[config.mk]
export PLATFORM = sky130hd
export DESIGN_NAME = dmac_regfile
export DESIGN_NICKNAME = d
export VERILOG_FILES = /design/src/rtl/dmac_regs_pkg.sv /design/src/rtl/dmac_chan_bank.sv /design/src/rtl/dmac_ctrl_bank.sv /design/src/rtl/dmac_regfile.sv
export SDC_FILE = /design/constraint.sdc
export NUM_CORES = 1
export LEC_CHECK = 0
export BUFFER_PORTS_ARGS = -buffer_cell sky130_fd_sc_hd__buf_2
export CORE_MARGIN = 10
export CORE_UTILIZATION = 40
export DETAILED_ROUTE_END_ITERATION = 6
export GPL_ROUTABILITY_DRIVEN = 0
export RECOVER_POWER = 100
export SYNTH_ARGS = -nofsm -noshare
export SYNTH_HDL_FRONTEND = slang
export SYNTH_SLANG_ARGS = --single-unit
export TNS_END_PERCENT = 30
[constraint.sdc]
create_clock -name clk -period 2.5 [get_ports clk]
set_clock_uncertainty 0.15 [all_clocks]
set_input_delay 0.125 -clock clk [delete_from_list [all_inputs] [get_ports clk]]
set_output_delay 0.125 -clock clk [all_outputs]
set_load 0.01 [all_outputs]
[src/rtl/dmac_regs_pkg.sv]
package dmac_regs_pkg;

    localparam int NCH    = 4;
    localparam int CHW    = $clog2(NCH);
    localparam int DW     = 8;
    localparam int AW     = 2 * DW;
    localparam int CW     = 2 * DW;
    localparam int MODEW  = DW - CHW;
    localparam int OFFW   = 4;

    typedef enum logic [OFFW-1:0] {
        OFF_STAT_CMD = 4'd8,
        OFF_SWREQ    = 4'd9,
        OFF_SMASK    = 4'd10,
        OFF_MODE     = 4'd11,
        OFF_PTRCLR   = 4'd12,
        OFF_TMP_MCLR = 4'd13,
        OFF_MASKCLR  = 4'd14,
        OFF_MASKALL  = 4'd15
    } ctl_off_e;

    typedef struct packed {
        logic           valid;
        logic [CHW-1:0] chan;
        logic           tc;
        logic           mask;
    } upd_flags_t;

    // Replace one byte of a two-byte register.
    function automatic logic [2*DW-1:0] put_byte(input logic [2*DW-1:0] old,
                                                 input logic hi,
                                                 input logic [DW-1:0] b);
        logic [2*DW-1:0] r;
        r = old;
        if (hi) r[2*DW-1:DW] = b;
        else    r[DW-1:0]    = b;
        return r;
    endfunction

    function automatic logic [DW-1:0] get_byte(input logic [2*DW-1:0] v,
                                               input logic hi);
        return hi ? v[2*DW-1:DW] : v[DW-1:0];
    endfunction

endpackage

[src/rtl/dmac_chan_bank.sv]
module dmac_chan_bank
    import dmac_regs_pkg::*;
(
    input  logic             clk,
    input  logic             rst,
    input  logic             addr_we,
    input  logic             cnt_we,
    input  logic             hi_sel,
    input  logic [DW-1:0]    wdata,
    input  logic             mode_we,
    input  logic [MODEW-1:0] mode_d,
    input  logic             upd_we,
    input  logic [AW-1:0]    upd_addr,
    input  logic [CW-1:0]    upd_cnt,
    output logic [AW-1:0]    base_addr,
    output logic [AW-1:0]    cur_addr,
    output logic [CW-1:0]    base_cnt,
    output logic [CW-1:0]    cur_cnt,
    output logic [MODEW-1:0] mode
);

    logic [AW-1:0]    base_addr_n, cur_addr_n;
    logic [CW-1:0]    base_cnt_n, cur_cnt_n;
    logic [MODEW-1:0] mode_n;

    always_comb begin
        base_addr_n = base_addr;
        cur_addr_n  = cur_addr;
        base_cnt_n  = base_cnt;
        cur_cnt_n   = cur_cnt;
        mode_n      = mode;
        if (addr_we) begin
            base_addr_n = put_byte(base_addr, hi_sel, wdata);
            cur_addr_n  = put_byte(cur_addr, hi_sel, wdata);
        end
        if (cnt_we) begin
            base_cnt_n = put_byte(base_cnt, hi_sel, wdata);
            cur_cnt_n  = put_byte(cur_cnt, hi_sel, wdata);
        end
        // engine update takes precedence over the host on working copies
        if (upd_we) begin
            cur_addr_n = upd_addr;
            cur_cnt_n  = upd_cnt;
        end
        if (mode_we) mode_n = mode_d;
    end

    always_ff @(posedge clk) begin
        if (rst) begin
            base_addr <= '0;
            cur_addr  <= '0;
            base_cnt  <= '0;
            cur_cnt   <= '0;
            mode      <= '0;
        end else begin
            base_addr <= base_addr_n;
            cur_addr  <= cur_addr_n;
            base_cnt  <= base_cnt_n;
            cur_cnt   <= cur_cnt_n;
            mode      <= mode_n;
        end
    end

endmodule

[src/rtl/dmac_ctrl_bank.sv]
module dmac_ctrl_bank
    import dmac_regs_pkg::*;
(
    input  logic            clk,
    input  logic            rst,
    input  logic            acc_rd,
    input  logic            acc_wr,
    input  logic [OFFW-1:0] reg_off,
    input  logic [DW-1:0]   wdata,
    input  logic [NCH-1:0]  dreq,
    input  upd_flags_t      upd,
    input  logic            temp_we,
    input  logic [DW-1:0]   temp_d,
    output logic [DW-1:0]   command,
    output logic [DW-1:0]   status,
    output logic [NCH-1:0]  mask,
    output logic [NCH-1:0]  swreq,
    output logic [DW-1:0]   temp,
    output logic            ptr
);

    logic [DW-1:0]  command_n, temp_n;
    logic [NCH-1:0] tc_n, req_n, mask_n, swreq_n;
    logic           ptr_n;
    logic           chan_acc, mclr;
    logic [CHW-1:0] wchan;

    assign chan_acc = (acc_rd | acc_wr) & ~reg_off[OFFW-1];
    assign mclr     = acc_wr & (reg_off == OFF_TMP_MCLR);
    assign wchan    = wdata[CHW-1:0];

    always_comb begin
        command_n = command;
        temp_n    = temp;
        tc_n      = status[NCH-1:0];
        req_n     = dreq;
        mask_n    = mask;
        swreq_n   = swreq;
        ptr_n     = ptr;
        if (mclr) begin
            command_n = '0;
            temp_n    = '0;
            tc_n      = '0;
            req_n     = '0;
            swreq_n   = '0;
            mask_n    = '1;
            ptr_n     = 1'b0;
        end else begin
            if (chan_acc) ptr_n = ~ptr;
            if (acc_rd && reg_off == OFF_STAT_CMD) tc_n = '0;
            if (acc_wr) begin
                case (reg_off)
                    OFF_STAT_CMD: command_n = wdata;
                    OFF_SWREQ:    swreq_n[wchan] = wdata[CHW];
                    OFF_SMASK:    mask_n[wchan]  = wdata[CHW];
                    OFF_MODE:     tc_n[wchan]    = 1'b0;
                    OFF_PTRCLR:   ptr_n = 1'b0;
                    OFF_MASKCLR:  mask_n = '0;
                    OFF_MASKALL:  mask_n = wdata[NCH-1:0];
                    default: ;
                endcase
            end
        end
        // engine flags are applied last so they win over any clear
        if (upd.valid) begin
            if (upd.tc) begin
                tc_n[upd.chan]    = 1'b1;
                swreq_n[upd.chan] = 1'b0;
            end
            if (upd.mask) mask_n[upd.chan] = 1'b1;
        end
        if (temp_we) temp_n = temp_d;
    end

    always_ff @(posedge clk) begin
        if (rst) begin
            command <= '0;
            status  <= '0;
            mask    <= '1;
            swreq   <= '0;
            temp    <= '0;
            ptr     <= 1'b0;
        end else begin
            command <= command_n;
            status  <= {req_n, tc_n};
            mask    <= mask_n;
            swreq   <= swreq_n;
            temp    <= temp_n;
            ptr     <= ptr_n;
        end
    end

endmodule

[src/rtl/dmac_regfile.sv]
module dmac_regfile
    import dmac_regs_pkg::*;
(
    input  logic              clk,
    input  logic              rst,
    input  logic              cs,
    input  logic              rd_en,
    input  logic              wr_en,
    input  logic [3:0]        reg_off,
    input  logic [7:0]        wdata,
    output logic [7:0]        rdata,
    input  logic [3:0]        dreq_i,
    input  logic              upd_valid_i,
    input  logic [1:0]        upd_chan_i,
    input  logic [15:0]       upd_addr_i,
    input  logic [15:0]       upd_cnt_i,
    input  logic              upd_tc_i,
    input  logic              upd_mask_i,
    input  logic              temp_we_i,
    input  logic [7:0]        temp_i,
    output logic [63:0]       cur_addr_o,
    output logic [63:0]       cur_cnt_o,
    output logic [63:0]       base_addr_o,
    output logic [63:0]       base_cnt_o,
    output logic [23:0]       mode_o,
    output logic [7:0]        command_o,
    output logic [3:0]        mask_o,
    output logic [3:0]        sw_req_o
);

    logic            acc_rd, acc_wr;
    logic            ptr_q;
    logic [DW-1:0]   status_q, temp_q;
    upd_flags_t      upd;

    logic [AW-1:0]    cur_addr_a  [NCH];
    logic [AW-1:0]    base_addr_a [NCH];
    logic [CW-1:0]    cur_cnt_a   [NCH];
    logic [CW-1:0]    base_cnt_a  [NCH];
    logic [MODEW-1:0] mode_a      [NCH];

    assign acc_rd = cs & rd_en;
    assign acc_wr = cs & wr_en;
    assign upd    = '{valid: upd_valid_i, chan: upd_chan_i,
                      tc: upd_tc_i, mask: upd_mask_i};

    dmac_ctrl_bank ctrl_i (
        .clk     (clk),
        .rst     (rst),
        .acc_rd  (acc_rd),
        .acc_wr  (acc_wr),
        .reg_off (reg_off),
        .wdata   (wdata),
        .dreq    (dreq_i),
        .upd     (upd),
        .temp_we (temp_we_i),
        .temp_d  (temp_i),
        .command (command_o),
        .status  (status_q),
        .mask    (mask_o),
        .swreq   (sw_req_o),
        .temp    (temp_q),
        .ptr     (ptr_q)
    );

    for (genvar g = 0; g < NCH; g++) begin : g_chan
        logic sel, addr_we, cnt_we, mode_we, upd_we;
        assign sel     = ~reg_off[OFFW-1] && (reg_off[CHW:1] == CHW'(g));
        assign addr_we = acc_wr & sel & ~reg_off[0];
        assign cnt_we  = acc_wr & sel &  reg_off[0];
        assign mode_we = acc_wr && (reg_off == OFF_MODE)
                         && (wdata[CHW-1:0] == CHW'(g));
        assign upd_we  = upd_valid_i && (upd_chan_i == CHW'(g));

        dmac_chan_bank bank_i (
            .clk       (clk),
            .rst       (rst),
            .addr_we   (addr_we),
            .cnt_we    (cnt_we),
            .hi_sel    (ptr_q),
            .wdata     (wdata),
            .mode_we   (mode_we),
            .mode_d    (wdata[DW-1:CHW]),
            .upd_we    (upd_we),
            .upd_addr  (upd_addr_i),
            .upd_cnt   (upd_cnt_i),
            .base_addr (base_addr_a[g]),
            .cur_addr  (cur_addr_a[g]),
            .base_cnt  (base_cnt_a[g]),
            .cur_cnt   (cur_cnt_a[g]),
            .mode      (mode_a[g])
        );

        assign cur_addr_o [g*AW +: AW]       = cur_addr_a[g];
        assign base_addr_o[g*AW +: AW]       = base_addr_a[g];
        assign cur_cnt_o  [g*CW +: CW]       = cur_cnt_a[g];
        assign base_cnt_o [g*CW +: CW]       = base_cnt_a[g];
        assign mode_o     [g*MODEW +: MODEW] = mode_a[g];
    end

    always_comb begin
        logic [CHW-1:0] rch;
        rch   = reg_off[CHW:1];
        rdata = '0;
        if (!reg_off[OFFW-1]) begin
            rdata = reg_off[0] ? get_byte(cur_cnt_a[rch], ptr_q)
                               : get_byte(cur_addr_a[rch], ptr_q);
        end else begin
            case (reg_off)
                OFF_STAT_CMD: rdata = status_q;
                OFF_TMP_MCLR: rdata = temp_q;
                OFF_MASKALL:  rdata = {{(DW-NCH){1'b0}}, mask_o};
                default:      rdata = '0;
            endcase
        end
    end

endmodule

# Word-level counts from Yosys, hierarchy flattened
# Cells that the tools add are included.
dict set report totals {
  output_inout_bits 304
  ff_bits 313
  inputBits 67
}
dict set report classes {
  bitwise 27
  n_eq_ne 21
  n_reduce_logical 66
  n_mux 57
  magnitude_cmp 5
}
# operator count
set ops {}
lappend ops {{16-bit 2-to-1 mux} 20}
lappend ops {{2-bit AND reduction} 33}
lappend ops {{16-bit binary-select mux with 2-bit select} 2}
lappend ops {{4-bit 2-to-1 mux} 16}
lappend ops {{8-bit 2-to-1 mux} 8}
lappend ops {{4-bit == test, second input constant} 8}
lappend ops {{2-bit nonzero test} 13}
lappend ops {{8-bit one-hot mux with 3 select lines} 1}
lappend ops {{1-bit bitwise AND} 16}
lappend ops {{1-bit logical AND} 16}
lappend ops {{2-bit == test, second input constant} 6}
lappend ops {{4-bit one-hot mux with 3 select lines} 1}
lappend ops {{4-bit bitwise AND} 2}
lappend ops {{4-bit bitwise mux} 2}
lappend ops {{2-bit by 1-bit != test with 1-bit output, second input constant} 4}
lappend ops {{4-bit inverter} 2}
lappend ops {{4-bit bitwise OR} 2}
lappend ops {{2-bit by 1-bit == test with 1-bit output, second input constant} 3}
lappend ops {{2-bit zero test} 3}
lappend ops {{2-bit by 3-bit less-than comparator with 1-bit output, second input constant} 2}
lappend ops {{1-bit 2-to-1 mux} 5}
lappend ops {{1-bit demux with 2-bit select} 2}
lappend ops {{2-bit by 1-bit >= comparator with 1-bit output, second input constant} 2}
lappend ops {{3-bit >= comparator, second input constant} 1}
lappend ops {{other kinds (4)} 6}

# Depth between registers and ports, before layout
dict set report depth {
  depth_word 12
  depth_mapped 9
  depth_no_buf 5
}

# Modules after synthesis
# A second synthesis with hierarchy kept.
dict set report hier_totals {
  hier_cells 1718
  area_unflattened_um2 15169.5
}
# mod cells_per_inst area_per_inst_um2 instances
set by_module_without_submodules {}
lappend by_module_without_submodules {dmac_chan_bank 355 3032.9 4}
lappend by_module_without_submodules {dmac_ctrl_bank 155 1562.7 1}
lappend by_module_without_submodules {dmac_regfile 143 1475.2 1}

# Worst setup path before layout
# Ideal clock, no wire load.
dict set report synth_timing {
  path_type {register to output}
  start {register ctrl_i.ptr}
  end {output port rdata[7]}
  t_required_ps 2225
  arrival_ps 1688
  path_slack_ps 537
  path_stages_with_launch 6
  path_cell_list {dfxtp_1 buf_2 mux4_2 mux2_2 a222oi_1 o21ai_0}
}
dict set report synth_via {
  elab_chain_len 3
  word_cells_on_any_way 4
  classes_between {mux (4)}
}
# element line
set synth_lines {}
lappend synth_lines {{from (decl)} dmac_ctrl_bank.sv:19} ;# output logic ptr
lappend synth_lines {{from (signal assigned)} dmac_ctrl_bank.sv:89} ;# ptr <= ptr_n;
lappend synth_lines {{8-bit 2-to-1 mux} dmac_regs_pkg.sv:42} ;# return hi ? v[2*DW-1:DW] : v[DW-1:0];
lappend synth_lines {{8-bit 2-to-1 mux (*)} dmac_regfile.sv:106} ;# rdata = reg_off[0] ? get_byte(cur_cnt_a[rch], ptr_q)
lappend synth_lines {{8-bit 2-to-1 mux (*)} dmac_regfile.sv:105} ;# if (!reg_off[OFFW-1]) begin
lappend synth_lines {{to (decl)} dmac_regfile.sv:11} ;# output logic [7:0] rdata,
# Mark *: on every way between the ends. The rest lies on a longest branch, timed or not.

# Worst setup path in the final report
# Ends and elaborated chain as after synthesis.

==> impl_metrics.py <==
metrics = {
    "synthesis": {
        "ys_async_sr_fraction": 0,
        "synth.avg_cell_area_um2": 8.55,
        "ys_seq_elements": 313,
        "synthFlopType": "dfxtp_1",
        "yosysSeqAreaShare": 0.474,
        "synth_cell_types": 60,
        "yosys.area.top_type": "dfxtp_1",
        "netlist.area_leader.share": 0.474,
        "syn_area_um2": 13200,
        "synth.net_count": 1614,
        "synth-edff-count": 0,
        "ys_top_cells_by_area": "dfxtp_1 (47%), nand2_1 (11%), a311oi_1 (7.5%)",
        "syn_inst": 1547,
        "yosysWarnings": 0,
    },
    "floorplanning": {
        "die_area_um2": 40700,
        "start_util": 0.406,
        "die_w_um": 202,
        "core_area_um2": 32500,
        "ios": 371,
        "rows": 66,
        "die_h_um": 202,
    },
    "final_layout": {
        "syn_to_final_growth_pct": 28.9,
        "fin_util": 0.524,
        "drive_gt1_frac": 0.120,
        "final_cells": 2418,
        "fin_nets": 2012,
    },
    "clock_network": {
        "clk_pin_slew_worst_paths_ps": 60,
        "root_buffer": "clkbuf_16",
        "clkSinkCount": 313,
        "clk_latency_ps": 510,
        "htreeDepth": 2,
        "cts_buffers": 36,
        "tritoncts": "yes",
        "clk_path_buf_depth": 3,
    },
    "power_and_ir_drop": {
        "p_comb_frac": 0.105,
        "switching_share": 0.264,
        "ir_drop_mv": 0.454,
        "powerDensity_nw_per_um2": 681,
        "p_clk_frac": 0.439,
        "p_seq_frac": 0.456,
        "switchingPower_mw": 3.07,
        "p_leak_nw": 6.07,
        "p_total_mw": 11.6,
        "internal_power_mw": 8.54,
    },
    "setup_path": {
        "worstPathRequired_ps": 2230,
        "crit_type": "flop to output port",
        "worstReg2RegStart": "ctrl_i.ptr",
        "cp-start-kind": "flop",
        "crit_path_start": "ctrl_i.ptr",
        "critPathMaxFanout": 5,
        "cp-end-kind": "output port",
        "cp.arrival_ps": 2430,
    },
    "detailed_routing": {
        "antenna_left": 0,
        "wl_per_cell_um": 24.1,
        "drc": 0,
        "dr.pass1.iters": 5,
        "dr.first_iter.drc_count": 1260,
        "via_per_inst": 5.68,
        "num_vias": 13700,
        "totalWireLength_um": 58400,
    },
    "placement": {
        "place_hpwl_um": 42900,
        "io_buffers": 370,
        "dp_cells": 2275,
    },
    "sta": {
        "finalHoldViolCount": 0,
        "fin_crit_sh": 1.08,
        "drv_slew": 129,
        "fmax_ghz": 0.370,
        "setup_viol": 5,
        "tightest_slew_ps": 1520,
        "post-route-min-period_ps": 2710,
        "max_slew_margin": -0.0104,
        "worst_slack_ps": -206,
        "rsz0062_at_grt": "true",
    },
    "flow_run": {
        "max-cap-violations": 0,
    },
    "grt": {
        "grtUsageTotal": 0.271,
        "grt_pass1_vias": 13300,
        "grt_overflow_total": 0,
        "grt_antenna_before_repair": 4,
        "grt_max_degree": 130,
        "grt_pass1_wl_um": 85400,
    },
    "min_path": {
        "hold_class": "input pin to flop",
        "min-delay-start": "wdata[6]",
    },
    "status": {
        "failed_checks": "max-slew violations, negative setup slack",
        "status": "finished, violations left",
    },
}
[worst paths after layout]
kind / endpoint / slack [ps] / depth (start not counted)
max: rdata[7] / -210 / 5
min reg2reg: g_chan[1].bank_i.base_cnt[15] / 300 / 2
min: g_chan[3].bank_i.base_cnt[14] / 50 / 3
max reg2reg: g_chan[1].bank_i.cur_cnt[12] / 470 / 6
[cell families after synthesis]
kind of cell	synth area share
simple gates	0.216
compound gates	0.177
flops	0.474
buf+inv	0.0425
mux	0.0907
[critical path, cell delays in order (launching register included)]
cell and delay (ps):
dfxtp_4 400, mux4_2 510, mux2_4 270, a222oi_1 330, o21ai_1 210, buf_2 190
[registers in the layout, summed over array words and instances, names as in the netlist]
register / flops
g_chan.bank_i.base_addr: 64
g_chan.bank_i.base_cnt: 64
g_chan.bank_i.cur_addr: 64
g_chan.bank_i.cur_cnt: 64
g_chan.bank_i.mode: 24
ctrl_i.command: 8
ctrl_i.status: 8
ctrl_i.temp: 8
ctrl_i.mask: 4
ctrl_i.swreq: 4
ctrl_i.ptr: 1
[placed cells by master, fill, tap and decap left out, types with 5 or more instances in the layout]
cell type	n
clkbuf_8	5
nor2_1	195
a221oi_1	5
nor2_2	10
and2_1	5
buf_2	71
nor3_1	5
buf_4	33
dfxtp_1	312
o21ai_0	16
clkbuf_1	314
a21oi_1	132
a222oi_1	6
a211oi_1	19
nand3_1	11
a22oi_1	13
dlygate4sd3_1	71
mux4_2	11
mux2i_1	77
clkbuf_16	37
buf_12	6
mux2_2	13
nor2b_1	7
o211ai_1	5
nand2_1	376
inv_1	6
a311oi_1	113
[power groups by stage]
| stage | Clock [mW] | Sequential, mW | Combinational (mW) |
|---|---|---|---|
| after floorplan | 0 | 5.37 | 0.564 |
| after global placement | 0 | 5.40 | 1.10 |
| after detailed placement | 0 | 5.39 | 1.11 |
| after CTS | 5.16 | 5.28 | 1.21 |
| after global routing | 5.37 | 5.30 | 1.30 |
| final | 5.10 | 5.29 | 1.21 |
[metal layers]
metal	share of wire	routed length, um	GRT usage
met5	0.00034	20	0
met4	0.038	2240	0.110
met3	0.099	5760	0.0824
met2	0.47	27700	0.447
met1	0.39	22700	0.323
[synth_stat cells (9+ instances only)]
cell / instances
o21ai_0: 19
clkbuf_1: 87
mux4_2: 11
nor2_1: 197
nand3_1: 13
mux2i_1: 77
a21oi_1: 132
a211oi_1: 19
dfxtp_1: 313
buf_2: 23
a22oi_1: 13
a311oi_1: 113
nand2_1: 378
nor2b_1: 9
mux2_2: 16
[area by class of cell]
type / instances / area (um2)
clock inverter: 7 / 90.1
clock buffer: 59 / 1040
sequential: 313 / 6270
fill: 3314 / 15500
inverter: 6 / 22.5
timing repair buffer: 482 / 2610
antenna: 3 / 7.51
tap: 442 / 553
multi-input combinational: 1106 / 6460
[timing repair]
item | in CTS | in global routing
hold endpoints to repair | 205 | 0
endpoints found under the setup margin | 8 | 13
gates resized for setup | 13 | 15
cloned | 0 | 1
pin swaps | 4 | 4
hold buffers | 71 | 0
setup buffers | 0 | 2
[per-stage QoR]
stage                     setup slack (ps)  area (um2)  hold WS [ps]  setup TNS (ps)
after floorplan                        537       13200          70.6               0
after global routing                  -273       17000          45.1           -1850
final                                 -206       17000          49.4            -738
after detailed placement               221       15500           226               0
after global placement                 263       15500           226               0
after CTS                             -219       17300          25.6            -588
Note: power is estimated with default switching activity, not from simulation.
